[src/rtl/cfg_xlate_pkg.sv]
package cfg_xlate_pkg;
  typedef enum logic [1:0] {SZ_BYTE = 2'd0, SZ_HALF = 2'd1, SZ_WORD = 2'd2, SZ_WORD2 = 2'd3} size_e;
  typedef enum logic [1:0] {TGT_ROOT, TGT_LOCAL, TGT_REMOTE} tgt_e;
  typedef enum logic [2:0] {S_IDLE, S_VPORT, S_TYPE, S_TGT, S_RD, S_WR, S_RESP} st_e;
  localparam logic [31:0] TYPE_CFG0 = 32'd4;
  localparam logic [31:0] TYPE_CFG1 = 32'd5;
endpackage

[src/rtl/cfg_xlate_route.sv]
module cfg_xlate_route
  import cfg_xlate_pkg::*;
#(
  parameter int unsigned BUS_W = 8,
  parameter int unsigned DEV_W = 5,
  parameter int unsigned FN_W  = 3,
  parameter int unsigned OFF_W = 12,
  parameter logic [31:0] CTRL_BASE = 32'hF000_0000,
  parameter logic [31:0] WIN_BASE  = 32'hE000_0000
) (
  input  logic [BUS_W-1:0] root_bus_i,
  input  logic [BUS_W-1:0] bus_i,
  input  logic [DEV_W-1:0] dev_i,
  input  logic [FN_W-1:0]  fn_i,
  input  logic [OFF_W-1:0] off_i,
  output tgt_e             cls_o,
  output logic             reject_o,
  output logic [31:0]      type_o,
  output logic [31:0]      target_o,
  output logic [31:0]      word_addr_o
);
  localparam int unsigned ID_W = BUS_W + DEV_W + FN_W;

  logic [BUS_W-1:0] rel;
  logic [ID_W-1:0]  id;
  logic [31:0]      base;

  assign rel = bus_i - root_bus_i;
  assign id  = {bus_i, dev_i, fn_i};

  always_comb begin
    if (rel == '0)                     cls_o = TGT_ROOT;
    else if (rel == BUS_W'(1))         cls_o = TGT_LOCAL;
    else                               cls_o = TGT_REMOTE;
  end

  // devices beyond 0 on the two nearest buses are unreachable
  assign reject_o    = (cls_o != TGT_REMOTE) && (dev_i != '0);
  assign type_o      = (cls_o == TGT_LOCAL) ? TYPE_CFG0 : TYPE_CFG1;
  assign target_o    = 32'(id) << (32 - ID_W);
  assign base        = (cls_o == TGT_ROOT) ? CTRL_BASE : WIN_BASE;
  assign word_addr_o = base + 32'({off_i[OFF_W-1:2], 2'b00});
endmodule

[src/rtl/cfg_xlate_lane.sv]
module cfg_xlate_lane
  import cfg_xlate_pkg::*;
(
  input  size_e       size_i,
  input  logic [1:0]  lo_i,
  input  logic [31:0] rd_word_i,
  input  logic [31:0] old_word_i,
  input  logic [31:0] wr_data_i,
  output logic [31:0] ext_o,
  output logic [31:0] ones_o,
  output logic [31:0] merged_o,
  output logic        full_o
);
  logic [3:0]  be;
  logic [31:0] wrep;
  logic [31:0] shifted;

  assign full_o  = (size_i == SZ_WORD) || (size_i == SZ_WORD2);
  assign shifted = rd_word_i >> {lo_i, 3'b000};

  always_comb begin
    case (size_i)
      SZ_BYTE: begin
        be     = 4'b0001 << lo_i;
        wrep   = {4{wr_data_i[7:0]}};
        ones_o = 32'h0000_00FF;
        ext_o  = {24'h0, shifted[7:0]};
      end
      SZ_HALF: begin
        be     = lo_i[1] ? 4'b1100 : 4'b0011;
        wrep   = {2{wr_data_i[15:0]}};
        ones_o = 32'h0000_FFFF;
        ext_o  = lo_i[1] ? {16'h0, rd_word_i[31:16]} : {16'h0, rd_word_i[15:0]};
      end
      default: begin
        be     = 4'b1111;
        wrep   = wr_data_i;
        ones_o = 32'hFFFF_FFFF;
        ext_o  = rd_word_i;
      end
    endcase
  end

  for (genvar g = 0; g < 4; g++) begin : g_lane
    assign merged_o[8*g +: 8] = be[g] ? wrep[8*g +: 8] : old_word_i[8*g +: 8];
  end
endmodule

[src/rtl/cfg_xlate_seq.sv]
module cfg_xlate_seq
  import cfg_xlate_pkg::*;
#(
  parameter logic [31:0] CTRL_BASE  = 32'hF000_0000,
  parameter logic [31:0] VPORT_OFF  = 32'h900,
  parameter logic [31:0] TYPE_OFF   = 32'h904,
  parameter logic [31:0] TARGET_OFF = 32'h918
) (
  input  logic        clk_i,
  input  logic        rst_ni,
  input  logic        req_valid_i,
  input  logic        we_i,
  input  logic        reject_i,
  input  tgt_e        cls_i,
  input  logic        full_i,
  input  logic [31:0] type_i,
  input  logic [31:0] target_i,
  input  logic [31:0] word_addr_i,
  input  logic [31:0] ones_i,
  input  logic [31:0] ext_i,
  input  logic [31:0] merged_i,
  input  logic [31:0] wr_data_i,
  output logic        accept_o,
  output logic        busy_o,
  output logic [31:0] old_word_o,
  output logic        rsp_valid_o,
  output logic [31:0] rsp_data_o,
  output logic        mem_req_o,
  output logic        mem_we_o,
  output logic [31:0] mem_addr_o,
  output logic [31:0] mem_wdata_o,
  input  logic        mem_rsp_i,
  input  logic [31:0] mem_rdata_i
);
  st_e         st_q, st_d, acc_st;
  logic [31:0] rsp_q;
  logic [31:0] old_q;

  assign acc_st   = (we_i && full_i) ? S_WR : S_RD;
  assign accept_o = (st_q == S_IDLE) && req_valid_i;

  always_comb begin
    st_d = st_q;
    case (st_q)
      S_IDLE:  if (req_valid_i) st_d = reject_i ? S_RESP : S_VPORT;
      S_VPORT: if (mem_rsp_i) st_d = S_TYPE;
      S_TYPE:  if (mem_rsp_i) st_d = (cls_i == TGT_ROOT) ? acc_st : S_TGT;
      S_TGT:   if (mem_rsp_i) st_d = acc_st;
      S_RD:    if (mem_rsp_i) st_d = we_i ? S_WR : S_RESP;
      S_WR:    if (mem_rsp_i) st_d = S_RESP;
      default: st_d = S_IDLE;
    endcase
  end

  always_ff @(posedge clk_i or negedge rst_ni) begin
    if (!rst_ni) begin
      st_q  <= S_IDLE;
      rsp_q <= '0;
      old_q <= '0;
    end else begin
      st_q <= st_d;
      if (accept_o && reject_i) rsp_q <= we_i ? 32'h0 : ones_i;
      if (st_q == S_RD && mem_rsp_i) begin
        old_q <= mem_rdata_i;
        if (!we_i) rsp_q <= ext_i;
      end
      if (st_q == S_WR && mem_rsp_i) rsp_q <= '0;
    end
  end

  always_comb begin
    mem_req_o   = 1'b1;
    mem_we_o    = 1'b1;
    mem_addr_o  = word_addr_i;
    mem_wdata_o = '0;
    case (st_q)
      S_VPORT: mem_addr_o = CTRL_BASE + VPORT_OFF;
      S_TYPE: begin
        mem_addr_o  = CTRL_BASE + TYPE_OFF;
        mem_wdata_o = type_i;
      end
      S_TGT: begin
        mem_addr_o  = CTRL_BASE + TARGET_OFF;
        mem_wdata_o = target_i;
      end
      S_RD:    mem_we_o = 1'b0;
      S_WR:    mem_wdata_o = full_i ? wr_data_i : merged_i;
      default: begin
        mem_req_o = 1'b0;
        mem_we_o  = 1'b0;
      end
    endcase
  end

  assign busy_o      = (st_q != S_IDLE);
  assign rsp_valid_o = (st_q == S_RESP);
  assign rsp_data_o  = rsp_q;
  assign old_word_o  = old_q;
endmodule

[src/rtl/cfg_xlate.sv]
module cfg_xlate
  import cfg_xlate_pkg::*;
#(
  parameter int unsigned BUS_W = 8,
  parameter int unsigned DEV_W = 5,
  parameter int unsigned FN_W  = 3,
  parameter int unsigned OFF_W = 12,
  parameter logic [31:0] CTRL_BASE  = 32'hF000_0000,
  parameter logic [31:0] WIN_BASE   = 32'hE000_0000,
  parameter logic [31:0] VPORT_OFF  = 32'h900,
  parameter logic [31:0] TYPE_OFF   = 32'h904,
  parameter logic [31:0] TARGET_OFF = 32'h918
) (
  input  logic             clk_i,
  input  logic             rst_ni,
  input  logic [BUS_W-1:0] root_bus_i,
  input  logic             req_valid_i,
  input  logic             req_we_i,
  input  logic [BUS_W-1:0] req_bus_i,
  input  logic [DEV_W-1:0] req_dev_i,
  input  logic [FN_W-1:0]  req_fn_i,
  input  logic [OFF_W-1:0] req_off_i,
  input  logic [1:0]       req_size_i,
  input  logic [31:0]      req_wdata_i,
  output logic             busy_o,
  output logic             rsp_valid_o,
  output logic [31:0]      rsp_rdata_o,
  output logic             mem_req_o,
  output logic             mem_we_o,
  output logic [31:0]      mem_addr_o,
  output logic [31:0]      mem_wdata_o,
  input  logic             mem_rsp_i,
  input  logic [31:0]      mem_rdata_i
);
  logic [BUS_W-1:0] root_q, bus_q;
  logic [DEV_W-1:0] dev_q;
  logic [FN_W-1:0]  fn_q;
  logic [OFF_W-1:0] off_q;
  logic [1:0]       size_q;
  logic             we_q;
  logic [31:0]      wd_q;

  logic [BUS_W-1:0] c_root, c_bus;
  logic [DEV_W-1:0] c_dev;
  logic [FN_W-1:0]  c_fn;
  logic [OFF_W-1:0] c_off;
  logic [1:0]       c_size;
  logic             c_we;
  logic [31:0]      c_wd;

  tgt_e        rt_cls;
  logic        rt_reject;
  logic [31:0] rt_type, rt_target, rt_addr;
  logic [31:0] ln_ext, ln_ones, ln_merged;
  logic        ln_full;
  logic [31:0] old_word;
  logic        seq_accept;

  // live request while idle, held copy while busy
  assign c_root = busy_o ? root_q : root_bus_i;
  assign c_bus  = busy_o ? bus_q  : req_bus_i;
  assign c_dev  = busy_o ? dev_q  : req_dev_i;
  assign c_fn   = busy_o ? fn_q   : req_fn_i;
  assign c_off  = busy_o ? off_q  : req_off_i;
  assign c_size = busy_o ? size_q : req_size_i;
  assign c_we   = busy_o ? we_q   : req_we_i;
  assign c_wd   = busy_o ? wd_q   : req_wdata_i;

  always_ff @(posedge clk_i or negedge rst_ni) begin
    if (!rst_ni) begin
      root_q <= '0;
      bus_q  <= '0;
      dev_q  <= '0;
      fn_q   <= '0;
      off_q  <= '0;
      size_q <= '0;
      we_q   <= 1'b0;
      wd_q   <= '0;
    end else if (seq_accept) begin
      root_q <= root_bus_i;
      bus_q  <= req_bus_i;
      dev_q  <= req_dev_i;
      fn_q   <= req_fn_i;
      off_q  <= req_off_i;
      size_q <= req_size_i;
      we_q   <= req_we_i;
      wd_q   <= req_wdata_i;
    end
  end

  cfg_xlate_route #(
    .BUS_W(BUS_W), .DEV_W(DEV_W), .FN_W(FN_W), .OFF_W(OFF_W),
    .CTRL_BASE(CTRL_BASE), .WIN_BASE(WIN_BASE)
  ) i_route (
    .root_bus_i (c_root),
    .bus_i      (c_bus),
    .dev_i      (c_dev),
    .fn_i       (c_fn),
    .off_i      (c_off),
    .cls_o      (rt_cls),
    .reject_o   (rt_reject),
    .type_o     (rt_type),
    .target_o   (rt_target),
    .word_addr_o(rt_addr)
  );

  cfg_xlate_lane i_lane (
    .size_i    (size_e'(c_size)),
    .lo_i      (c_off[1:0]),
    .rd_word_i (mem_rdata_i),
    .old_word_i(old_word),
    .wr_data_i (c_wd),
    .ext_o     (ln_ext),
    .ones_o    (ln_ones),
    .merged_o  (ln_merged),
    .full_o    (ln_full)
  );

  cfg_xlate_seq #(
    .CTRL_BASE(CTRL_BASE), .VPORT_OFF(VPORT_OFF),
    .TYPE_OFF(TYPE_OFF), .TARGET_OFF(TARGET_OFF)
  ) i_seq (
    .clk_i      (clk_i),
    .rst_ni     (rst_ni),
    .req_valid_i(req_valid_i),
    .we_i       (c_we),
    .reject_i   (rt_reject),
    .cls_i      (rt_cls),
    .full_i     (ln_full),
    .type_i     (rt_type),
    .target_i   (rt_target),
    .word_addr_i(rt_addr),
    .ones_i     (ln_ones),
    .ext_i      (ln_ext),
    .merged_i   (ln_merged),
    .wr_data_i  (c_wd),
    .accept_o   (seq_accept),
    .busy_o     (busy_o),
    .old_word_o (old_word),
    .rsp_valid_o(rsp_valid_o),
    .rsp_data_o (rsp_rdata_o),
    .mem_req_o  (mem_req_o),
    .mem_we_o   (mem_we_o),
    .mem_addr_o (mem_addr_o),
    .mem_wdata_o(mem_wdata_o),
    .mem_rsp_i  (mem_rsp_i),
    .mem_rdata_i(mem_rdata_i)
  );
endmodule

[config.mk]
export PLATFORM = sky130hd
export DESIGN_NAME = cfg_xlate
export DESIGN_NICKNAME = d
export VERILOG_FILES = /design/src/rtl/cfg_xlate_pkg.sv /design/src/rtl/cfg_xlate_route.sv /design/src/rtl/cfg_xlate_lane.sv /design/src/rtl/cfg_xlate_seq.sv /design/src/rtl/cfg_xlate.sv
export SDC_FILE = /design/constraint.sdc
export NUM_CORES = 1
export LEC_CHECK = 0
export BUFFER_PORTS_ARGS = -buffer_cell sky130_fd_sc_hd__buf_4
export CORE_MARGIN = 5
export CORE_UTILIZATION = 55
export CTS_CLUSTER_SIZE = 20
export DETAILED_ROUTE_END_ITERATION = 10
export HOLD_SLACK_MARGIN = 0.1
export PLACE_DENSITY = 0.83
export SYNTH_ARGS = -nofsm -noshare
export SYNTH_HDL_FRONTEND = slang
export SYNTH_SLANG_ARGS = --single-unit
[constraint.sdc]
create_clock -name clk_i -period 8.1 [get_ports clk_i]
set_input_delay 1.62 -clock clk_i [delete_from_list [all_inputs] [get_ports clk_i]]
set_output_delay 1.62 -clock clk_i [all_outputs]
set_load 0.05 [all_outputs]
# Yosys cells after proc, flatten, opt, wreduce, memory -nomap -nowiden
# Index checks and enable logic that the tools add are counted.
[word_totals] reg_bits=138 wordCells=92 out_inout_bits=100 inputBits=107
[op_classes] n_reduce_logical=16 add_sub_neg=2 muxes=43 n_eq_ne=18 n_shift=2
[op_table] cell="$mux 32" n=7
[op_table] cell="$pmux 32 s2" n=3
[op_table] cell="$pmux 32 s3" n=2
[op_table] cell="$mux 8" n=6
[op_table] cell="$add 32x12->32" n=1
[op_table] cell="$shr 32x5->8" n=1
[op_table] cell="$mux 29" n=1
[op_table] cell="$mux 3" n=9
[op_table] cell="$pmux 3 s6" n=1
[op_table] cell="$mux 16" n=1
[op_table] cell="$ne 2x2->1 const B" n=7
[op_table] cell="$mux 12" n=1
[op_table] cell="$eq 3x3->1 const B" n=3
[op_table] cell="$eq 8x1->1 const B" n=1
[op_table] cell="$logic_not 8->1" n=1
[op_table] cell="$mux 2" n=4
[op_table] cell="$pmux 4 s2" n=1
[op_table] cell="$sub 8x8->8" n=1
[op_table] cell="$eq 3x2->1 const B" n=2
[op_table] cell="$logic_and 1x1->1" n=6
[op_table] cell="$reduce_and 6->1" n=1
[op_table] cell="$mux 1" n=5
[op_table] cell="$mux 5" n=1
[op_table] cell="$reduce_bool 5->1" n=1
[op_table] cell="11 further kinds" n=14

# Depth between registers and ports, before layout
[depth] word_depth=13 mapped_depth=20 ltp_nobuf=14

# Modules after synthesis
# From an unflattened synthesis, not the netlist that was laid out.
[hier_totals] cells_unflattened=994 hier_area_um2=11280.8
[modules_own_cells] module="cfg_xlate_seq" cells_each=412 n_inst=1 area_per_inst_um2=4468.0 seq_area_each_um2=1676.6
[modules_own_cells] module="cfg_xlate" cells_each=229 n_inst=1 area_per_inst_um2=4204.0 seq_area_each_um2=1776.7
[modules_own_cells] module="cfg_xlate_lane" cells_each=201 n_inst=1 area_per_inst_um2=1510.2 seq_area_each_um2=0.0
[modules_own_cells] module="cfg_xlate_route" cells_each=152 n_inst=1 area_per_inst_um2=1098.6 seq_area_each_um2=0.0

# Worst setup path after synthesis
# OpenSTA, ideal clock, no wires.
[synth_timing] path_kind="reg2out" start="reg i_seq.st_q[2]" end="out mem_addr_o[28]" path_stages_with_launch=19 t_required_ns=6.480 arrival_time_ns=4.384 slack_ns=2.096 cell_sequence="dfrtp_1 > buf_2 > nor3_4 > inv_2 > buf_4 > buf_1 > clkbuf_1 > nand2_1 > nand2_1 > ha_1 > inv_1 > fa_1 > a21o_1 > a21oi_1 > mux2i_1 > o2111ai_1 > nor3_1 > nand2_1 > o21ai_0"
[synth_via] elab_chain_cells=10 word_cells_on_any_way=16 classes_between="add/sub: 2; eq/ne: 4; mux: 7; reduce/logical: 3"
[synth_rtl] item="start: declaration" line="cfg_xlate_seq.sv:35" rtl="st_e st_q, st_d, acc_st;"
[synth_rtl] item="start signal: assignment" line="cfg_xlate_seq.sv:61" rtl="st_q <= st_d;"
[synth_rtl] item="$reduce_bool 3->1 *" line="cfg_xlate_seq.sv:95" rtl="assign busy_o = (st_q != S_IDLE);"
[synth_rtl] item="via busy_o" line="cfg_xlate.sv:25" rtl="output logic busy_o,"
[synth_rtl] item="$mux 8, on equally long branches" line="cfg_xlate.sv:61, cfg_xlate.sv:60"
[synth_rtl] item="$sub 8x8->8" line="cfg_xlate_route.sv:28" rtl="assign rel = bus_i - root_bus_i;"
[synth_rtl] item="$eq 8x1->1" line="cfg_xlate_route.sv:33" rtl="else if (rel == BUS_W'(1)) cls_o = TGT_LOCAL;"
[synth_rtl] item="$mux 2" line="cfg_xlate_route.sv:33"
[synth_rtl] item="$mux 2" line="cfg_xlate_route.sv:32" rtl="if (rel == '0) cls_o = TGT_ROOT;"
[synth_rtl] item="$logic_not 2->1" line="cfg_xlate_route.sv:41" rtl="assign base = (cls_o == TGT_ROOT) ? CTRL_BASE : WIN_BASE;"
[synth_rtl] item="$mux 29" line="cfg_xlate_route.sv:41"
[synth_rtl] item="$add 32x12->32 *" line="cfg_xlate_route.sv:42" rtl="assign word_addr_o = base + 32'({off_i[OFF_W-1:2], 2'b00});"
[synth_rtl] item="$pmux 32 s3 *" line="cfg_xlate_seq.sv:76" rtl="case (st_q)"
[synth_rtl] item="end: declaration" line="cfg_xlate.sv:30" rtl="output logic [31:0] mem_addr_o,"
# The timed path passes the listed nets; every way through them passes the cells marked *.

# Final worst setup path
[layout_timing] start="reg i_seq.st_q[1]" end="out mem_wdata_o[0]"
[layout_via] elab_chain_cells=9 word_cells_on_any_way=28 classes_between="add/sub: 1; eq/ne: 8; shift: 1; mux: 14; reduce/logical: 4"
[layout_rtl] item="$reduce_bool 3->1" line="cfg_xlate_seq.sv:95"
[layout_rtl] item="$mux 8, on equally long branches" line="cfg_xlate.sv:61, cfg_xlate.sv:60"
[layout_rtl] item="$sub 8x8->8" line="cfg_xlate_route.sv:28"
[layout_rtl] item="$eq 8x1->1" line="cfg_xlate_route.sv:33"
[layout_rtl] item="$mux 2" line="cfg_xlate_route.sv:33"
[layout_rtl] item="$mux 2" line="cfg_xlate_route.sv:32"
[layout_rtl] item="$eq 2x1->1" line="cfg_xlate_route.sv:39" rtl="assign type_o = (cls_o == TGT_LOCAL) ? TYPE_CFG0 : TYPE_CFG1;"
[layout_rtl] item="$mux 1" line="cfg_xlate_route.sv:39"
[layout_rtl] item="$pmux 32 s3 *" line="cfg_xlate_seq.sv:76"
[layout_rtl] item="end: declaration" line="cfg_xlate.sv:31" rtl="output logic [31:0] mem_wdata_o,"
# Every way passes the cells marked *; elsewhere a longest branch is shown, timed or not.

==> results by group <==
Status
  • Status: completed

Timing
  • Final hold slack: 0.507 ns
  • Final Hold Viols: 0
  • Worst Skew: 0.00802 ns
  • RSZ-0062 raised after global routing: false
  • Worst Tran Pin Value: 1.24 ns
  • Count of pins over their slew limit: 0
  • Relative slew margins: 0.169
  • Fmax: ~0.15 GHz
  • Crit path time final: 6.63 ns
  • Final setup fails: 0
  • Post-route setup TNS: 0 ns
  • Final Cycle Share: 0.819

Routing
  • ANT nets after route: 0
  • Residual DRC: 0
  • DR iter-0 viols: 792
  • DRT Wirelength: between 20,000 and 25,000 µm
  • DR vias: 6,787
  • Vias/cell: 6.01
  • Drt first pass iters: 5
  • Drt wl/cell: around 20 µm

Final layout
  • Layout area overhead: 25.7%
  • Final nets: 1,050
  • Most frequent cells in the layout: buf_4, nand2_1, dfrtp_1
  • Final core utilization: 0.703
  • Register area: ~3500 µm²
  • Final std cells w/o fill: about 1,100
  • Multi-input gate area: 3930 µm²
  • Layout cells sized above 1: 0.359
  • # fillers: a little over 1,000
  • Most common cell after layout, fill and taps aside: buf_4
  • Final Instance Area: slightly below 10,000 µm²

Clock network
  • TritonCTS buffer count: 17
  • Hold buffer count at CTS: 0
  • H-tree Lvls: 4
  • Number of setup buffers added after CTS: 0
  • Clock slew at reported path FFs: 0.06 ns
  • Clock tree sinks: 138
  • Clock Latency Late Sink: 0.43 ns
  • CTS Buffer Depth: 2
  • CTS Root Cell: clkbuf_16
  • Cts repair resizes: 0
  • CTS tree: yes

Worst setup path
  • CP max stage delay: 0.77 ns
  • CP top delay family: simple AND/OR/NAND/NOR gates
  • R2R Setup Slk: roughly 3.2 ns
  • Worst Path Max Fanout: 38
  • Element type at the critical path end: output pin
  • Worst path slowest cell: nor3_4
  • Crit-path cells: nor3_4 > inv_2 > mux2i_1 > fa_1 > a21o_1 > a21oi_1 > mux2i_1 > o2111ai_1 > nor3_1 > a21oi_1 > o21bai_1 > buf_4
  • Worst Path Class, Setup: flip-flop to output pin
  • Worst path buffer plus inverter count: 2
  • Worst setup SP type: flip-flop
  • Crit path DAT: 5.01 ns
  • Critical Path RT: between 6 and 7 ns

Synthesis
  • Netlist cell types: 53
  • Synth Area per Inst: 9.97 µm²
  • Yosys warnings: 0
  • EDFF count, synth: 0
  • Yosys reg bits: roughly 140
  • Synth Instances: ~780
  • Post-synthesis cell area: 7730 µm²
  • Sequential share of the synthesized area: 0.447
  • Post-synth ARST share: 1.00
  • Main synth FF type: dfrtp_1

Power and ir drop
  • Clock power frac: 0.163
  • Flop pwr share: 0.258
  • Max IR drop VDD: about 0.26 mV
  • P per Cell Area: 504 nW/µm²
  • Switch Pwr: 2360 µW
  • Pint: 2540 µW
  • Cell leakage power: 0.00466 µW
  • Comb pwr share: 0.579
  • Switching share of power: 0.481

GRT
  • Number of global-route vias before repair: 6,404
  • Antenna violations before repair: 1
  • Wire length of the first global-routing pass: 35,300 µm
  • Tot GR Track Use: 0.274
  • Pin count of the biggest net entering global routing: 74
  • Grt ovf: 0

Placed design
  • Placed cells: 1,096
  • I/O Buffers: 185
  • RD Place Congestion: around 0.89
  • Placed inst area: slightly above 9000 µm²
  • Hpwl dp: 16,700 µm

Floorplanning
  • Die area: 16,500 µm²
  • I/O pin cnt: 207
  • Core Box Area: around 14,000 µm²
  • Initial core utilization: 0.559
  • Row count: 43
  • Die Y: 129 µm
  • Die width: 129 µm

Flow run
  • Max-cap violations: 0

Hold path
  • Worst Hold Class: flip-flop to flip-flop
power groups by stage:
stage | Sequential [µW] | Clock, µW | Combinational, µW
2_1_floorplan | 1350 | 0 | 1960
6_report | 1260 | 800 | 2840
5_1_grt | 1300 | 836 | 3040
4_1_cts | 1250 | 802 | 2820
3_5_place_dp | 1260 | 0 | 2790
3_3_place_gp | 1240 | 0 | 2750
kinds of logic (layout without fill, tap and decap cells):
family / Yosys count / count (layout) / synth area share
and+or+nand+nor: 223 / 223 / 0.124
AOI/OAI and AO/OA: 166 / 166 / 0.144
muxes: 149 / 149 / 0.210
DFF: 138 / 138 / 0.447
buffers and inverters: 84 / 238 / 0.0544
adders and majority gates: 8 / 8 / 0.0139
xor gates and xnor gates: 5 / 5 / 0.00567
other: 2 / 22 / 0.000972
layer usage:
layer | share of wire | GRT usage
met5 | 0 | 0
met1 | 0.42 | 0.398
met2 | 0.45 | 0.407
met3 | 0.097 | 0.0610
met4 | 0.028 | 0.0982
sequential cells by signal, indices dropped and copies added, names as in the netlist:
signal	flops
i_seq.rsp_data_o	32
bus_q	8
i_seq.st_q	3
we_q	1
fn_q	3
size_q	2
dev_q	5
i_seq.old_word_o	32
wd_q	32
root_q	8
off_q	12
worst paths after layout:
path,start,endpoint,cells after the start
max reg2reg,i_seq.st_q[1]$_DFFE_PN0P_,i_seq.rsp_data_o[19]$_DFF_PN0_,11
max in group asynchronous,rst_ni,i_seq.rsp_data_o[4]$_DFF_PN0_,2
min reg2reg,wd_q[15]$_DFFE_PN0P_,wd_q[15]$_DFFE_PN0P_,1
min,wd_q[15]$_DFFE_PN0P_,wd_q[15]$_DFFE_PN0P_,1
max,i_seq.st_q[1]$_DFFE_PN0P_,mem_wdata_o[0],12
min in group asynchronous,rst_ni,bus_q[7]$_DFFE_PN0P_,1
layout make-up:
| class | instances | share of cell area |
|---|---|---|
| Sequential cell | 138 | 0.355 |
| Clock inverter | 14 | 0.0167 |
| Inverter | 12 | 0.00464 |
| Timing Repair Buffer | 194 | 0.150 |
| Multi-Input combinational cell | 572 | 0.404 |
| Tap cell | 180 | 0.0232 |
| Clock buffer | 18 | 0.0452 |
| Antenna cell | 1 | 0.000258 |
synthesized netlist by cell type, drive strengths merged (6+ instances only):
cell type | number | area share
nand2 | 142 | 0.069
dfrtp | 138 | 0.45
mux2 | 103 | 0.15
o21ai | 58 | 0.038
mux2i | 46 | 0.060
buf | 40 | 0.033
nor2 | 40 | 0.020
clkbuf | 32 | 0.016
a21oi | 28 | 0.018
nor3 | 19 | 0.015
a221o | 17 | 0.022
a221oi | 16 | 0.018
a211oi | 14 | 0.014
inv | 12 | 0.0058
a22o | 8 | 0.0091
ha | 7 | 0.011
and2 | 6 | 0.0049
stage by stage:
stage / power (µW) / setup WS [ns]
after floorplan: 3320 / 2.10
after global placement: 4000 / 2.02
after detailed placement: 4050 / 1.93
after CTS: 4870 / 1.47
after global routing: 5180 / 1.00
final: 4900 / 1.47
(Power assumes the default switching activity.)
